**src/rtl/fsl_pkg.sv**
```systemverilog
package fsl_pkg;
  typedef enum logic [1:0] {
    FS_SEARCH = 2'd0,
    FS_VERIFY = 2'd1,
    FS_LOCK   = 2'd2,
    FS_CHECK  = 2'd3
  } fs_state_e;
endpackage

```
**src/rtl/fsl_bit_counter.sv**
```systemverilog
module fsl_bit_counter #(
  parameter int LEN_W = 16
) (
  input  logic             clk,
  input  logic             rst_n,
  input  logic             bit_en,
  input  logic             restart,
  input  logic [LEN_W-1:0] frame_len,
  output logic [LEN_W-1:0] pos,
  output logic             at_bnd
);
  logic [LEN_W-1:0] pos_q, pos_d;
  logic [LEN_W-1:0] last_pos;

  assign last_pos = frame_len - LEN_W'(1);
  assign at_bnd   = (pos_q == last_pos);
  assign pos      = pos_q;

  always_comb begin
    pos_d = pos_q;
    if (bit_en) begin
      if (restart || at_bnd) pos_d = '0;
      else                   pos_d = pos_q + LEN_W'(1);
    end
  end

  always_ff @(posedge clk or negedge rst_n) begin
    if (!rst_n) pos_q <= '0;
    else        pos_q <= pos_d;
  end

  assert_wrap_at_boundary_R12: assert property (@(posedge clk) disable iff (!rst_n)
    (bit_en && at_bnd) |=> (pos_q == '0));
  assert_hold_when_idle_R11: assert property (@(posedge clk) disable iff (!rst_n)
    (!bit_en) |=> $stable(pos_q));
endmodule

```
**src/rtl/fsl_check_timer.sv**
```systemverilog
module fsl_check_timer #(
  parameter int CNT_W = 4
) (
  input  logic             clk,
  input  logic             rst_n,
  input  logic             bit_en,
  input  logic             at_bnd,
  input  logic             in_check,
  input  logic [CNT_W-1:0] check_frames,
  output logic             expire
);
  logic [CNT_W-1:0] chk_q, chk_d;
  logic [CNT_W:0]   chk_next;

  assign chk_next = {1'b0, chk_q} + (CNT_W+1)'(1);
  assign expire   = in_check && bit_en && at_bnd &&
                    (chk_next >= {1'b0, check_frames});

  always_comb begin
    chk_d = chk_q;
    if (!in_check)              chk_d = '0;
    else if (bit_en && at_bnd)  chk_d = chk_next[CNT_W-1:0];
  end

  always_ff @(posedge clk or negedge rst_n) begin
    if (!rst_n) chk_q <= '0;
    else        chk_q <= chk_d;
  end

  assert_timer_idle_outside_check_R9: assert property (@(posedge clk) disable iff (!rst_n)
    (!in_check) |=> (chk_q == '0));
endmodule

```
**src/rtl/fsl_ctrl.sv**
```systemverilog
module fsl_ctrl
  import fsl_pkg::*;
#(
  parameter int CNT_W = 4
) (
  input  logic             clk,
  input  logic             rst_n,
  input  logic             bit_en,
  input  logic             sync_hit,
  input  logic             at_bnd,
  input  logic             expire,
  input  logic [CNT_W-1:0] hit_need,
  input  logic [CNT_W-1:0] miss_need,
  output fs_state_e        state,
  output logic             restart,
  output logic             frame_start
);
  fs_state_e        st_q, st_d;
  logic [CNT_W-1:0] hits_q, hits_d;
  logic [CNT_W-1:0] miss_q, miss_d;
  logic             fs_q, fs_d;

  assign state       = st_q;
  assign frame_start = fs_q;

  always_comb begin
    st_d    = st_q;
    hits_d  = hits_q;
    miss_d  = miss_q;
    restart = 1'b0;
    fs_d    = bit_en && at_bnd && (st_q == FS_LOCK || st_q == FS_CHECK);
    if (bit_en) begin
      unique case (st_q)
        FS_SEARCH: begin
          if (sync_hit) begin
            restart = 1'b1;
            hits_d  = CNT_W'(1);
            miss_d  = '0;
            st_d    = (hit_need <= CNT_W'(1)) ? FS_LOCK : FS_VERIFY;
          end
        end
        FS_VERIFY: begin
          if (at_bnd) begin
            if (sync_hit) begin
              hits_d = hits_q + CNT_W'(1);
              if (hits_d >= hit_need) begin
                st_d   = FS_LOCK;
                miss_d = '0;
              end
            end else begin
              st_d = FS_SEARCH;
            end
          end
        end
        FS_LOCK: begin
          if (at_bnd) begin
            if (sync_hit) begin
              miss_d = '0;
            end else begin
              miss_d = CNT_W'(1);
              st_d   = (miss_need <= CNT_W'(1)) ? FS_SEARCH : FS_CHECK;
            end
          end
        end
        FS_CHECK: begin
          if (at_bnd) begin
            if (sync_hit) begin
              miss_d = '0;
              st_d   = FS_LOCK;
            end else begin
              miss_d = miss_q + CNT_W'(1);
              if (miss_d >= miss_need || expire) st_d = FS_SEARCH;
            end
          end
        end
        default: st_d = FS_SEARCH;
      endcase
    end
  end

  always_ff @(posedge clk or negedge rst_n) begin
    if (!rst_n) begin
      st_q   <= FS_SEARCH;
      hits_q <= '0;
      miss_q <= '0;
      fs_q   <= 1'b0;
    end else begin
      st_q   <= st_d;
      hits_q <= hits_d;
      miss_q <= miss_d;
      fs_q   <= fs_d;
    end
  end

  assert_search_hit_leaves_R2: assert property (@(posedge clk) disable iff (!rst_n)
    (st_q == FS_SEARCH && bit_en && sync_hit) |=> (st_q == FS_VERIFY || st_q == FS_LOCK));
  assert_offbnd_ignored_in_lock_R3: assert property (@(posedge clk) disable iff (!rst_n)
    (st_q == FS_LOCK && bit_en && !at_bnd) |=> (st_q == FS_LOCK));
  assert_verify_miss_drops_R5: assert property (@(posedge clk) disable iff (!rst_n)
    (st_q == FS_VERIFY && bit_en && at_bnd && !sync_hit) |=> (st_q == FS_SEARCH));
  assert_lock_miss_leaves_R6: assert property (@(posedge clk) disable iff (!rst_n)
    (st_q == FS_LOCK && bit_en && at_bnd && !sync_hit) |=> (st_q == FS_CHECK || st_q == FS_SEARCH));
  assert_check_hit_relocks_R7: assert property (@(posedge clk) disable iff (!rst_n)
    (st_q == FS_CHECK && bit_en && at_bnd && sync_hit) |=> (st_q == FS_LOCK));
  assert_timeout_drops_R9: assert property (@(posedge clk) disable iff (!rst_n)
    (st_q == FS_CHECK && !sync_hit && expire) |=> (st_q == FS_SEARCH));
  assert_pulse_only_when_locked_R10: assert property (@(posedge clk) disable iff (!rst_n)
    frame_start |-> ($past(st_q) == FS_LOCK || $past(st_q) == FS_CHECK));
  assert_state_hold_idle_R11: assert property (@(posedge clk) disable iff (!rst_n)
    (!bit_en) |=> $stable(st_q));
endmodule

```
**src/rtl/fsync_lock_fsm.sv**
```systemverilog
module fsync_lock_fsm
  import fsl_pkg::*;
#(
  parameter int LEN_W = 16,
  parameter int CNT_W = 4
) (
  input  logic             clk,
  input  logic             rst_n,
  input  logic             bit_en,
  input  logic             sync_hit,
  input  logic [LEN_W-1:0] frame_len,
  input  logic [CNT_W-1:0] hit_need,
  input  logic [CNT_W-1:0] miss_need,
  input  logic [CNT_W-1:0] check_frames,
  output logic [1:0]       lock_state,
  output logic             frame_start,
  output logic [LEN_W-1:0] bit_pos
);
  localparam int SYNC_STAGES = 2;

  logic [SYNC_STAGES-1:0] rst_pipe;
  logic                   rst_s_n;
  fs_state_e              state;
  logic                   restart;
  logic                   at_bnd;
  logic                   expire;

  always_ff @(posedge clk or negedge rst_n) begin
    if (!rst_n) rst_pipe <= '0;
    else        rst_pipe <= {rst_pipe[SYNC_STAGES-2:0], 1'b1};
  end
  assign rst_s_n = rst_pipe[SYNC_STAGES-1];

  fsl_bit_counter #(.LEN_W(LEN_W)) u_cnt (
    .clk       (clk),
    .rst_n     (rst_s_n),
    .bit_en    (bit_en),
    .restart   (restart),
    .frame_len (frame_len),
    .pos       (bit_pos),
    .at_bnd    (at_bnd)
  );

  fsl_check_timer #(.CNT_W(CNT_W)) u_tmr (
    .clk          (clk),
    .rst_n        (rst_s_n),
    .bit_en       (bit_en),
    .at_bnd       (at_bnd),
    .in_check     (state == FS_CHECK),
    .check_frames (check_frames),
    .expire       (expire)
  );

  fsl_ctrl #(.CNT_W(CNT_W)) u_ctrl (
    .clk         (clk),
    .rst_n       (rst_s_n),
    .bit_en      (bit_en),
    .sync_hit    (sync_hit),
    .at_bnd      (at_bnd),
    .expire      (expire),
    .hit_need    (hit_need),
    .miss_need   (miss_need),
    .state       (state),
    .restart     (restart),
    .frame_start (frame_start)
  );

  assign lock_state = state;
endmodule

```
**config.mk**
```make
export PLATFORM = sky130hd
export DESIGN_NAME = fsync_lock_fsm
export DESIGN_NICKNAME = d
export VERILOG_FILES = /design/src/rtl/fsl_pkg.sv /design/src/rtl/fsl_bit_counter.sv /design/src/rtl/fsl_check_timer.sv /design/src/rtl/fsl_ctrl.sv /design/src/rtl/fsync_lock_fsm.sv
export SDC_FILE = /design/constraint.sdc
export NUM_CORES = 1
export LEC_CHECK = 0
export BUFFER_PORTS_ARGS = -buffer_cell sky130_fd_sc_hd__buf_2
export CAP_MARGIN = 20
export CORE_MARGIN = 5
export CORE_UTILIZATION = 45
export DETAILED_ROUTE_END_ITERATION = 8
export PLACE_DENSITY = 0.67
export RECOVER_POWER = 50
export SYNTH_ARGS = -nofsm -noshare
export SYNTH_HDL_FRONTEND = slang
export SYNTH_SLANG_ARGS = --single-unit
```
**constraint.sdc**
```tcl
create_clock -name clk -period 1.7 [get_ports clk]
set_input_delay 0.17 -clock clk [delete_from_list [all_inputs] [get_ports clk]]
set_output_delay 0.17 -clock clk [all_outputs]
set_load 0.05 [all_outputs]
```
==> results.md, run 1 <==
Power:
- The leakage dissipation is 0.00202 uW.
- The largest vdd supply drop is 0.763 mV.
- Internal power comes to 1890 uW.
- Of the total power, the clock network draws 21.1%.
- The post-layout total power is 3140 uW.
- Combinational logic is responsible for 48.1% of the overall power.
- In this run the power density over the cells is 724 nW/um2.
- Summed over all nets, the switching power comes to 1250 uW.
- The switching share of total power is 39.7%.
- The relative contribution of sequential cells to total power is 30.8%.

Die:
- The core region is 5890 um2.
- In this run the horizontal extent of the chip is 87.7 um.
- The starting density of the core is 46.2%.
- The floorplan step defined a die boundary enclosing 7700 um2.
- The floorplan has 28 rows.
- The boundary pin count is 51.
- The die is 87.7 um tall.

STA:
- Setup repair after global routing could not meet its margin everywhere.
- The remaining max-slew budget at the tightest pin is 44.1%.
- The post-route worst setup slack is -0.749 ns.
- The fmax is 0.408 GHz.
- Setup violations remaining at the end of the flow were counted as 31.
- The final cycle utilization of the critical path is 144%.
- The clock period minus worst slack is 2.45 ns.
- The number of hold violations in the final report is 0.
- The number of max-slew violations in the final report is 0.
- The post-route worst hold slack is 0.196 ns.
- The setup clock skew after layout is 0.0125 ns.
- The slew of the pin with the lowest slew margin is 0.838 ns.

Routing:
- The top routing layer in use is met4.
- After detailed routing, the wire length on met1 is 3.63 mm.
- The final route contains 3097 vias.
- Summed over all layers, the routed wires come to 8.60 mm.
- The met3 wire length is 400 um.
- The number of routed nets with antenna violations is 0.
- After detailed routing, the number of remaining DRC violations is 0.
- The average wire per standard cell is 15.5 um.
- After the first detailed-routing iteration, the DRC count stood at 242.
- The number of vias per cell after detailed routing is 5.58.
- The first-pass iteration count of the detailed router is 5.
- The routed length on met2 is 4.46 mm.

Logic synthesis:
- A synthesized cell averages 8.34 um2.
- Summed over all instances, the cell type with the most area after synthesis is sky130_fd_sc_hd__dfrtp_1.
- In this run the biggest area consumer among cell types represents 30.4% of the synthesized area.
- The synthesized netlist occupies a cell area of 2720 um2.
- During synthesis, Yosys emitted a total of 0 warnings.
- Of the synthesized area, sequential elements account for 30.4%.
- The number of instances in the synthesized netlist is 326.
- The synthesized flop and latch total is 33.
- By count the netlist is led by sky130_fd_sc_hd__nor2_1, sky130_fd_sc_hd__dfrtp_1, sky130_fd_sc_hd__inv_1.
- The fraction of registers with async set or reset after synthesis is 100%.
- When the netlist entered floorplanning its net count stood at 375.
- For this run, the leading register cell type out of synthesis is sky130_fd_sc_hd__dfrtp_1.
- After synthesis, the cell types taking the most area are sky130_fd_sc_hd__dfrtp_1, sky130_fd_sc_hd__ha_1, sky130_fd_sc_hd__xnor2_1.
- In the post-synthesis netlist, the cell with the most instances is sky130_fd_sc_hd__nor2_1.
- The number of library cell types mapped by synthesis is 49.
- The number of synthesized flops with an enable pin is 0.

Worst setup path:
- The critical path required time is 1.87 ns.
- The worst setup path is launched from an input pin.
- STA classifies the critical path endpoint as a register.
- The signal arrival time at the worst endpoint is 2.61 ns.
- The maximum fanout encountered on the critical timing path is 7.
- The critical path is of the input pin to register type.

GRT:
- The via count of the first global-routing pass was 3023.
- For this run the aggregate overflow at the end of global routing stands at 0.
- The first-pass GRT wire length is 13.7 mm.
- The number of antenna violations at the first check in global routing is 0.
- Entering global routing, the biggest net connects 32 pins.
- The global routing usage summed across all routing layers is 22.3%.

CTS:
- The number of clock sinks is 33.
- The largest buffer count on any clock path is 2.
- The clock network latency to the later pin of the worst-skew pair is 0.29 ns.
- Counting the buffers created by CTS gives 5.
- The clock tree from TritonCTS is done.
- The number of levels in the clock H-tree is 2.
- After clock tree synthesis, the clock-pin slew on the worst setup and hold paths is 0.06 ns.
- The root buffer cell chosen for the clock tree is sky130_fd_sc_hd__clkbuf_8.

Finish:
- The area of the multi-input gates is 2080 um2.
- The layout-stage area growth over the synthesis result is 59.1%.
- The number of inserted filler cells in the final layout is 430.
- The number of antenna diodes in the final layout is 0.
- The ratio of cells with drive above 1 in the final layout is 47.9%.
- At the end of the flow, the number of nets in the layout was 528.
- The register area is 833 um2.

Status:
- The run finished, with violations left.
- The final reports fail on setup timing.

Place:
- The detailed placer's ending HPWL is 6.06 mm.
- The count of buffers from port buffering is 50.
- At the end of routability-driven placement, the weighted congestion stood at 0.891.

Worst hold path:
- The worst hold-check path type is input pin to async pin.

Flow run:
- The tool flagged a number of max-cap violations equal to 0.
-- final cells by class --
cell class	count	share of cell area, %
clock buffers	7	2.23
clock inverters	1	0.116
multi-input cells	261	48.1
flip-flops and latches	33	19.3
repair buffers	159	26.5
inverters	19	1.65
well taps	75	2.17
-- cells by family after synthesis --
| group | synth area share (%) |
|---|---|
| AO/OA/AOI/OAI | 15.9 |
| other | 0.138 |
| adder cells (fa/ha/maj) | 7.82 |
| AND/OR/NAND/NOR | 28.1 |
| buffers and inverters | 4.83 |
| XOR/XNOR | 10.6 |
| flip-flops | 30.4 |
| multiplexers | 2.30 |
-- sequential cells by signal, indices dropped and copies added, names as in the netlist --
name / cells
u_ctrl.miss_q: 4
u_ctrl.hits_q: 4
u_cnt.pos: 16
u_ctrl.frame_start: 1
u_tmr.chk_q: 4
u_ctrl.state: 2
rst_pipe: 2
-- final timing paths --
path	startpoint	to	slack, ns	depth (start not counted)
max reg2reg	u_cnt.pos[6]	u_cnt.pos[15]	-0.72	10
max in group asynchronous	rst_pipe[1]	u_cnt.pos[2]	0.70	1
min reg2reg	rst_pipe[0]	rst_pipe[1]	0.35	0
min in group clk	sync_hit	u_ctrl.miss_q[2]	0.21	2
max	frame_len[6]	u_cnt.pos[15]	-0.75	11
min	rst_n	rst_pipe[0]	0.20	2
-- worst max-delay path, stage by stage --
cell and delay (ns):
sky130_fd_sc_hd__buf_6 0.09, sky130_fd_sc_hd__or4_4 0.59, sky130_fd_sc_hd__nor3_1 0.33, sky130_fd_sc_hd__xnor2_1 0.19
sky130_fd_sc_hd__nand3_1 0.17, sky130_fd_sc_hd__nor4_4 0.36, sky130_fd_sc_hd__buf_4 0.18, sky130_fd_sc_hd__and2_4 0.17
sky130_fd_sc_hd__o21a_4 0.18, sky130_fd_sc_hd__buf_12 0.14, sky130_fd_sc_hd__nor2_4 0.03
-- routing by layer --
| layer | global-route usage, % | vias to the layer above |
|---|---|---|
| met1 | 28.2 | 1515 |
| met4 | 5.72 | 0 |
| met5 | 0 | - |
| li1 | - | 1482 |
| met2 | 39.7 | 88 |
| met3 | 3.48 | 12 |
-- timing repair --
item / in CTS / in global routing
hold buffers: 1 / 0
pin swaps: 18 / 15
gates cloned: 1 / 0
endpoints found under the hold margin: 2 / 0
setup buffers: 7 / 3
setup endpoints to repair: 31 / 31
resized for setup: 38 / 40
-- stage by stage --
step | area (um2) | instances | util (%) | TNS (ns) | setup slack [ns]
final | 4330 | 555 | 73.5 | -21.11 | -0.749
after floorplan | 2790 | 326 | - | -21.15 | -0.831
after detailed placement | 3800 | 536 | 64.5 | -29.38 | -1.02
after global placement | 3800 | 536 | 64.5 | -27.97 | -0.944
after global routing | 4330 | 555 | 73.5 | -24.10 | -0.845
after CTS | 4140 | 552 | 70.3 | -17.54 | -0.631
-- power by group through the flow --
stage	Sequential [uW]	Clock (uW)	Combinational, uW
2_1_floorplan	1260	0	480
3_3_place_gp	971	0	1260
3_5_place_dp	971	0	1300
4_1_cts	960	663	1410
5_1_grt	977	703	1610
6_report	967	661	1510
-- cell usage in the layout (no fill, tap or decap), types with 4 or more instances in the layout --
cell,count
sky130_fd_sc_hd__dfrtp_1,27
sky130_fd_sc_hd__dfrtp_2,6
sky130_fd_sc_hd__a21oi_1,10
sky130_fd_sc_hd__xnor2_1,16
sky130_fd_sc_hd__nand4_1,9
sky130_fd_sc_hd__xor2_1,14
sky130_fd_sc_hd__o21ai_1,5
sky130_fd_sc_hd__ha_1,17
sky130_fd_sc_hd__buf_6,11
sky130_fd_sc_hd__nand2_1,17
sky130_fd_sc_hd__inv_1,19
sky130_fd_sc_hd__buf_4,96
sky130_fd_sc_hd__nor2_2,5
sky130_fd_sc_hd__nor2_1,25
sky130_fd_sc_hd__nand2b_1,10
sky130_fd_sc_hd__buf_2,47
sky130_fd_sc_hd__a21oi_2,4
sky130_fd_sc_hd__nor2b_1,7
sky130_fd_sc_hd__nor3_1,5
sky130_fd_sc_hd__clkbuf_8,7
sky130_fd_sc_hd__o2bb2ai_2,4
sky130_fd_sc_hd__nor4_1,4
sky130_fd_sc_hd__nor2_4,7
sky130_fd_sc_hd__o21ai_0,5
sky130_fd_sc_hd__mux2i_1,4
sky130_fd_sc_hd__nor4b_1,4
sky130_fd_sc_hd__o21ai_2,4
sky130_fd_sc_hd__nand3_1,15
sky130_fd_sc_hd__or4_4,4
No activity file was read; power rests on OpenSTA's default activity.
==> run 2: changes to the inputs <==
BUFFER_PORTS_ARGS = -buffer_cell sky130_fd_sc_hd__buf_4   (was -buffer_cell sky130_fd_sc_hd__buf_2)
CELL_PAD_IN_SITES_DETAIL_PLACEMENT = 0   (was unset)
CELL_PAD_IN_SITES_GLOBAL_PLACEMENT = 1   (was unset)
PLACE_DENSITY = unset   (was 0.67)
PLACE_DENSITY_LB_ADDON = 0.1   (was unset)
==> results.md, run 2 (same netlist as run 1, synthesis figures left out) <==
Finish:
- The number of nets in the final layout is 514.
- From synthesis to final layout, the design area changed by 52.3%.
- The number of inserted filler cells in the final layout is 496.
- In the final layout, the share of cells above drive strength 1 is 40.8%.
- The number of flip-flops under the largest register name is 16.
- In the layout the commonest cells are sky130_fd_sc_hd__buf_4, sky130_fd_sc_hd__nor2_1, sky130_fd_sc_hd__dfrtp_1, sky130_fd_sc_hd__inv_1.
- After routing the design area is 4140 um2.
- The library cell used most frequently in the layout, excluding fill and tap cells, is sky130_fd_sc_hd__buf_4.
- The repair_antennas step left the layout with diodes totalling 0.

Power:
- The analysis attributes to cell leakage a power of 0.00192 uW.
- The total power per unit cell area is 711 nW/um2.
- The worst-case IR drop observed on VDD is 0.643 mV.

Worst setup path:
- The worst register-to-register path ends at u_ctrl.hits_q[2].
- In this design, the stage delay of the slowest critical-path cell is 0.44 ns.
- Walking the worst path, the cells encountered are xor2_1 > or4_4 > a21oi_4 > o22ai_2 > nor4_4 > buf_6 > nand3_2 > mux2_4 > a22o_1.
- The launch instance of the worst register-to-register path is u_cnt.pos[6].
- The sort of element at the end of the critical path is a register.
- For the worst setup path, the data arrival time is 2.64 ns.
- For the worst setup path, the data required time is 1.87 ns.
- The critical path is of the register to register type.
- The startpoint type of the worst setup path is a register.
- The worst register-to-register path has a depth of 9.
- The maximum fanout encountered on the critical timing path is 7.
- The worst-path cell with the longest stage delay is sky130_fd_sc_hd__or4_4.
- In this run the register-to-register setup slack is -0.77 ns.

CTS:
- TritonCTS built the clock tree.
- In this run the clock root is driven by a sky130_fd_sc_hd__clkbuf_8.
- The CTS buffer count is 5.
- The tree built by TritonCTS fans out to 33 sinks.
- The clock-pin transition on the worst setup and hold timing paths is 0.07 ns.
- In this run the deepest clock path goes through 2 buffers.
- For the worst-skew pair, the clock arrives at the later sink with an insertion delay of 0.28 ns.
- CTS built an H-tree with a depth of 2.

STA:
- Timing would allow up to 0.405 GHz.
- The slew of the pin with the lowest slew margin is 0.530 ns.
- The setup clock skew after layout is 0.00314 ns.
- Of the available clock period, the critical path in the final layout requires 145%.
- The final setup violation count is 31.
- The number of hold violations in the final report was 0.
- Measured against its own limit, the worst slew margin works out to 64.6%.
- The number of max-slew violations in the final report is 0.
- After layout, the worst setup slack is -0.771 ns.
- Subtracting the final worst setup slack from the clock period gives 2.47 ns.
- Setup repair after global routing could not meet its margin everywhere.

Worst hold path:
- The end of the worst hold path is u_ctrl.miss_q[2].
- The startpoint of the lowest-slack hold path is sync_hit.
- The path class of the tightest hold or removal check is input pin to register.
- The cell depth of the worst min-delay path is 2.

GRT:
- The first-pass GRT wire length is 12.9 mm.
- The number of antenna violations at the first check in global routing came to 0.
- The via count of the first global-routing pass is 2839.
- The overall overflow remaining after global route is 0.
- The pin count of the biggest net entering global routing is 20.
- Global routing consumed, over all layers together, 20.9% of the routing resources.

Status:
- The checks that failed: setup timing.
- The run finished, with violations left.

Place:
- In this run the tool buffered the top-level ports with 50 buffer cells.
- The wire-length estimate of the detail-placed layout is 6.14 mm.
- After detailed placement, the total cell area comes to 3850 um2.
- Routability-driven placement finished with a final weighted congestion of 0.812.
- At the placement stage, the worst setup path has a slack of -1.15 ns.

Routing:
- Across all layers, the routed design uses 2892 vias.
- The total detailed-routing wirelength is 7.81 mm.
- The number of DRC violations after detailed-routing iteration 0 is 94.
- The first detailed-routing pass took 4 iterations.
- The number of vias per cell after detailed routing is 5.35.
- The number of routed nets with antenna violations is 0.
- For this run, design rule violations remaining after detail routing come to 0.
- Dividing the detail-routed wire length by the instance count gives 14.4 um.

Die:
- The starting density of the core is 46.2%.
- The die covers 7700 um2.
- The floorplan core area is 5890 um2.
- The boundary pin count is 51.
- The die boundary width is 87.7 um.
- The standard-cell row count is 28.
- The height of the chip is 87.7 um.

Flow run:
- Across the run, the number of max-cap violations was 0.
## run 2: worst max path at each step
| stage | to | slack (ns) | startpoint |
|---|---|---|---|
| after floorplan | u_ctrl.hits_q[2] | -0.83 | u_cnt.pos[2] |
| after global placement | u_cnt.pos[5] | -1.07 | frame_len[0] |
| after detailed placement | u_cnt.pos[5] | -1.15 | frame_len[1] |
| after CTS | u_ctrl.hits_q[2] | -0.73 | u_cnt.pos[2] |
| after global routing | u_ctrl.hits_q[2] | -0.86 | u_cnt.pos[5] |
| final | u_ctrl.hits_q[2] | -0.77 | u_cnt.pos[6] |
## run 2: metrics by stage
| stage | power (uW) | cells | TNS (ns) | hold slack [ns] | utilization [%] |
|---|---|---|---|---|---|
| after CTS | 2930 | 539 | -19.20 | 0.138 | 69.2 |
| after floorplan | 1740 | 326 | -21.15 | -0.126 | - |
| after global routing | 3130 | 541 | -24.03 | 0.142 | 70.4 |
| after global placement | 2300 | 526 | -30.45 | -0.0476 | 65.4 |
| final | 2940 | 541 | -20.65 | 0.141 | 70.4 |
| after detailed placement | 2320 | 526 | -31.85 | -0.0446 | 65.4 |
## run 2: worst max-delay path: cells and delay by family, from the launching register on
kind / cells / cell delay (ns)
AOI/OAI and AO/OA: 3 / 0.49
muxes: 1 / 0.30
and+or+nand+nor: 3 / 0.82
DFF: 1 / 0.42
buffers and inverters: 1 / 0.17
xor gates and xnor gates: 1 / 0.16
## run 2: layout make-up
type / count / area [um2] / area share, %
Inverter: 19 / 71.3 / 1.72
Timing Repair Buffer: 144 / 1110 / 26.8
Multi-Input combinational cell: 262 / 1950 / 47.1
Clock inverter: 2 / 10.0 / 0.242
Tap cell: 75 / 93.8 / 2.27
Sequential cell: 33 / 833 / 20.1
Clock buffer: 6 / 72.6 / 1.75
## run 2: layer usage
metal  share of wire [%]  up-vias  global-route usage, %
met4                0.76        0                   4.88
met5                   0        -                      0
li1                    -     1453                      -
met2                  49       50                   34.7
met3                 3.6        4                   3.20
met1                  47     1385                   28.6
## run 2: repair_timing
| action | 4_1_cts | 5_1_grt |
|---|---|---|
| setup endpoints to repair | 31 | 31 |
| setup buffers | 3 | 2 |
| endpoints found under the hold margin | 2 | 0 |
| cloned | 1 | 0 |
| gates resized for setup | 27 | 17 |
| pin swaps | 26 | 11 |
| hold buffers | 1 | 0 |
## run 2: power by group
group          total, uW  internal (uW)  switching, uW
Sequential           955            875           80.8
Clock                565            284            281
Combinational       1420            637            787
Total               2940           1800           1150
==> run 3: changes to the inputs <==
CTS_BUF_LIST = sky130_fd_sc_hd__clkbuf_8   (was unset)
==> results.md, run 3 (same netlist as run 1, synthesis figures left out) <==
Status:
- The run finished, with violations left.
- The checks that failed: setup timing.

GRT:
- For this run, global-route usage on met2 was measured as 34.7%.
- The first-pass GRT wire length is 12.9 mm.
- Across every metal layer, demand over resource in global routing totals 20.9%.
- The via count of the first global-routing pass came to 2839.
- The most crowded layer after global routing is met2.
- The met3 layer usage reported by global route is 3.20%.
- The met1 global-route usage is 28.6%.
- The overall overflow remaining after global route is 0.
- Entering global routing, the biggest net connects 20 pins.
- The number of antenna violations at the first check in global routing is 0.

Finish:
- The library cell used most frequently in the layout, excluding fill and tap cells, is sky130_fd_sc_hd__buf_4.
- The post-route non-filler standard cell count is 541.
- The layout-stage area growth over the synthesis result is 52.3%.
- After filler insertion, the fill cell instance count of the layout stands at 496.
- After the last flow step, the layout net total stands at 514.
- The ratio of cells with drive above 1 in the final layout is 40.8%.
- Leaving out fill and tap cells, the most frequent cells in the layout are sky130_fd_sc_hd__buf_4, sky130_fd_sc_hd__nor2_1, sky130_fd_sc_hd__dfrtp_1, sky130_fd_sc_hd__inv_1.
- The number of flip-flops under the largest register name is 16.
- The number of diodes is 0.

CTS:
- The clock passes through at most 2 buffers.
- The number of clock sinks is 33.
- The H-tree was split into 2 levels.
- The tree is rooted in a sky130_fd_sc_hd__clkbuf_8.
- The clock network latency to the later pin of the worst-skew pair is 0.28 ns.
- TritonCTS built the clock tree.
- The CTS buffer count is 5.
- The clock-pin transition on the worst setup and hold timing paths is 0.07 ns.

Routing:
- The first-pass iteration count of the detailed router is 4.
- The total detailed-routing wirelength is 7.81 mm.
- The DRC violation count after routing is 0.
- The number of DRC violations after detailed-routing iteration 0 is 87.
- After detailed routing, the average wire length per cell comes to 14.4 um.
- The detail route stage leaves a number of antenna-violating nets equal to 0.
- The via count is 2891.
- The number of vias per cell after detailed routing is 5.34.

Worst setup path:
- The worst register-to-register path has a setup slack of -0.77 ns.
- The signal arrival time at the worst endpoint is 2.64 ns.
- Along the worst path, the maximum fanout reaches 7.
- The worst setup path is captured at a register.
- The critical path ends at u_ctrl.hits_q[2].
- In this run the critical register-to-register path is launched from u_cnt.pos[6].
- The worst setup path is of the register to register kind.
- Measured in cells, the most critical reg-to-reg path has a length of 9.
- The most critical setup path has its startpoint at u_cnt.pos[6].
- The critical path required time is 1.87 ns.
- STA classifies the critical path startpoint as a register.
- The endpoint identified for the worst register-to-register timing path is u_ctrl.hits_q[2].

STA:
- The number of hold violations in the final report came to 0.
- Setup violations remaining at the end of the flow were counted as 31.
- After layout, the minimum clock period comes to 2.47 ns.
- Across the routed clock network, the largest skew measured is 0.00396 ns.
- At the pin with the least slew margin, the transition time is 0.534 ns.
- The remaining max-slew budget at the tightest pin is 64.4%.
- Once routing completed, OpenROAD measured the worst setup slack at -0.775 ns.
- Timing would allow up to 0.404 GHz.
- The number of max-slew violations in the final report is 0.
- Dividing the final minimum period by the clock period gives 146%.
- Setup repair after global routing could not meet its margin everywhere.

Die:
- The floorplan core area is 5890 um2.
- For this configuration, the core starts out at a cell density of 46.2%.
- Measured along the y axis, the die boundary spans 87.7 um.
- The die covers 7700 um2.
- The boundary pin count is 51.
- The die boundary width is 87.7 um.
- The floorplan has 28 rows.

Place:
- Once detailed placement completed, the half-perimeter wirelength came to 6.14 mm.
- The count of buffers from port buffering is 50.
- Routability-driven placement finished with a final weighted congestion of 0.812.
- Timing analysis after detailed placement gives a worst setup slack of -1.15 ns.
- The instance count after placement with tap cells included is 526.

Power:
- The leakage dissipation is 0.00193 uW.
- The largest vdd supply drop is 0.642 mV.
- The total power per unit cell area is 709 nW/um2.
- The post-layout total power is 2940 uW.

Flow run:
- The max-capacitance violation count is 0.

Worst hold path:
- In this run the worst hold path is classified as input pin to register.
run 3: cell count changes in the layout (fill, tap and decap cells not counted):
cell                       delta
sky130_fd_sc_hd__inv_1        +1
sky130_fd_sc_hd__clkbuf_1     -1
run 3: layer usage:
layer | part of all wire [%] | vias up | wire length, um
met5 | 0 | - | 0
met4 | 0.76 | 0 | 59
met3 | 3.8 | 4 | 295
met2 | 49 | 53 | 3810
met1 | 47 | 1379 | 3640
li1 | - | 1455 | -
run 3: where the power goes:
part,internal [uW],switching [uW]
Sequential,875,81.2
Clock,278,282
Combinational,637,786
run 3: layout make-up:
class | instances | area (um2) | share of cell area, %
tap | 75 | 93.8 | 2.27
inverter | 19 | 71.3 | 1.72
multi-input combinational | 262 | 1950 | 47.1
timing repair buffer | 144 | 1110 | 26.8
sequential | 33 | 833 | 20.1
clock inverter | 3 | 13.8 | 0.332
clock buffer | 5 | 68.8 | 1.66
run 3: what timing repair did:
action / in CTS / in global routing
gates resized for setup: 27 / 17
pin swaps: 26 / 11
cloned: 1 / 0
hold endpoints to repair: 2 / 0
setup buffers: 3 / 2
endpoints found under the setup margin: 31 / 31
hold buffers: 1 / 0
run 3: critical path, stage by stage, from the launching register on:
cell and delay [ns]:
sky130_fd_sc_hd__dfrtp_2 0.42, sky130_fd_sc_hd__xor2_1 0.16, sky130_fd_sc_hd__or4_4 0.44, sky130_fd_sc_hd__a21oi_4 0.18, sky130_fd_sc_hd__o22ai_2 0.14, sky130_fd_sc_hd__nor4_4 0.31, sky130_fd_sc_hd__buf_6 0.17, sky130_fd_sc_hd__nand3_2 0.07
sky130_fd_sc_hd__mux2_4 0.30, sky130_fd_sc_hd__a22o_1 0.17
run 3: how the worst min path moves through the flow:
| stage | end | slack [ns] | cells after the start | start |
|---|---|---|---|---|
| final | u_ctrl.miss_q[2] | 0.14 | 2 | sync_hit |
| after global routing | u_ctrl.miss_q[2] | 0.14 | 2 | sync_hit |
| after CTS | u_ctrl.miss_q[2] | 0.14 | 2 | sync_hit |
| after detailed placement | rst_pipe[1] | -0.04 | 1 | rst_n |
| after global placement | rst_pipe[1] | -0.05 | 1 | rst_n |
| after floorplan | rst_pipe[0] | -0.13 | 0 | rst_n |
run 3: stage by stage:
stage               area [um2]  hold WS (ns)  util, %  setup TNS [ns]
floorplan                 2790        -0.126        -          -21.15
global placement          3850       -0.0476     65.4          -30.45
detailed placement        3850       -0.0446     65.4          -31.85
CTS                       4070         0.138     69.2          -19.19
global route              4140         0.142     70.4          -24.03
finish                    4140         0.143     70.4          -20.70
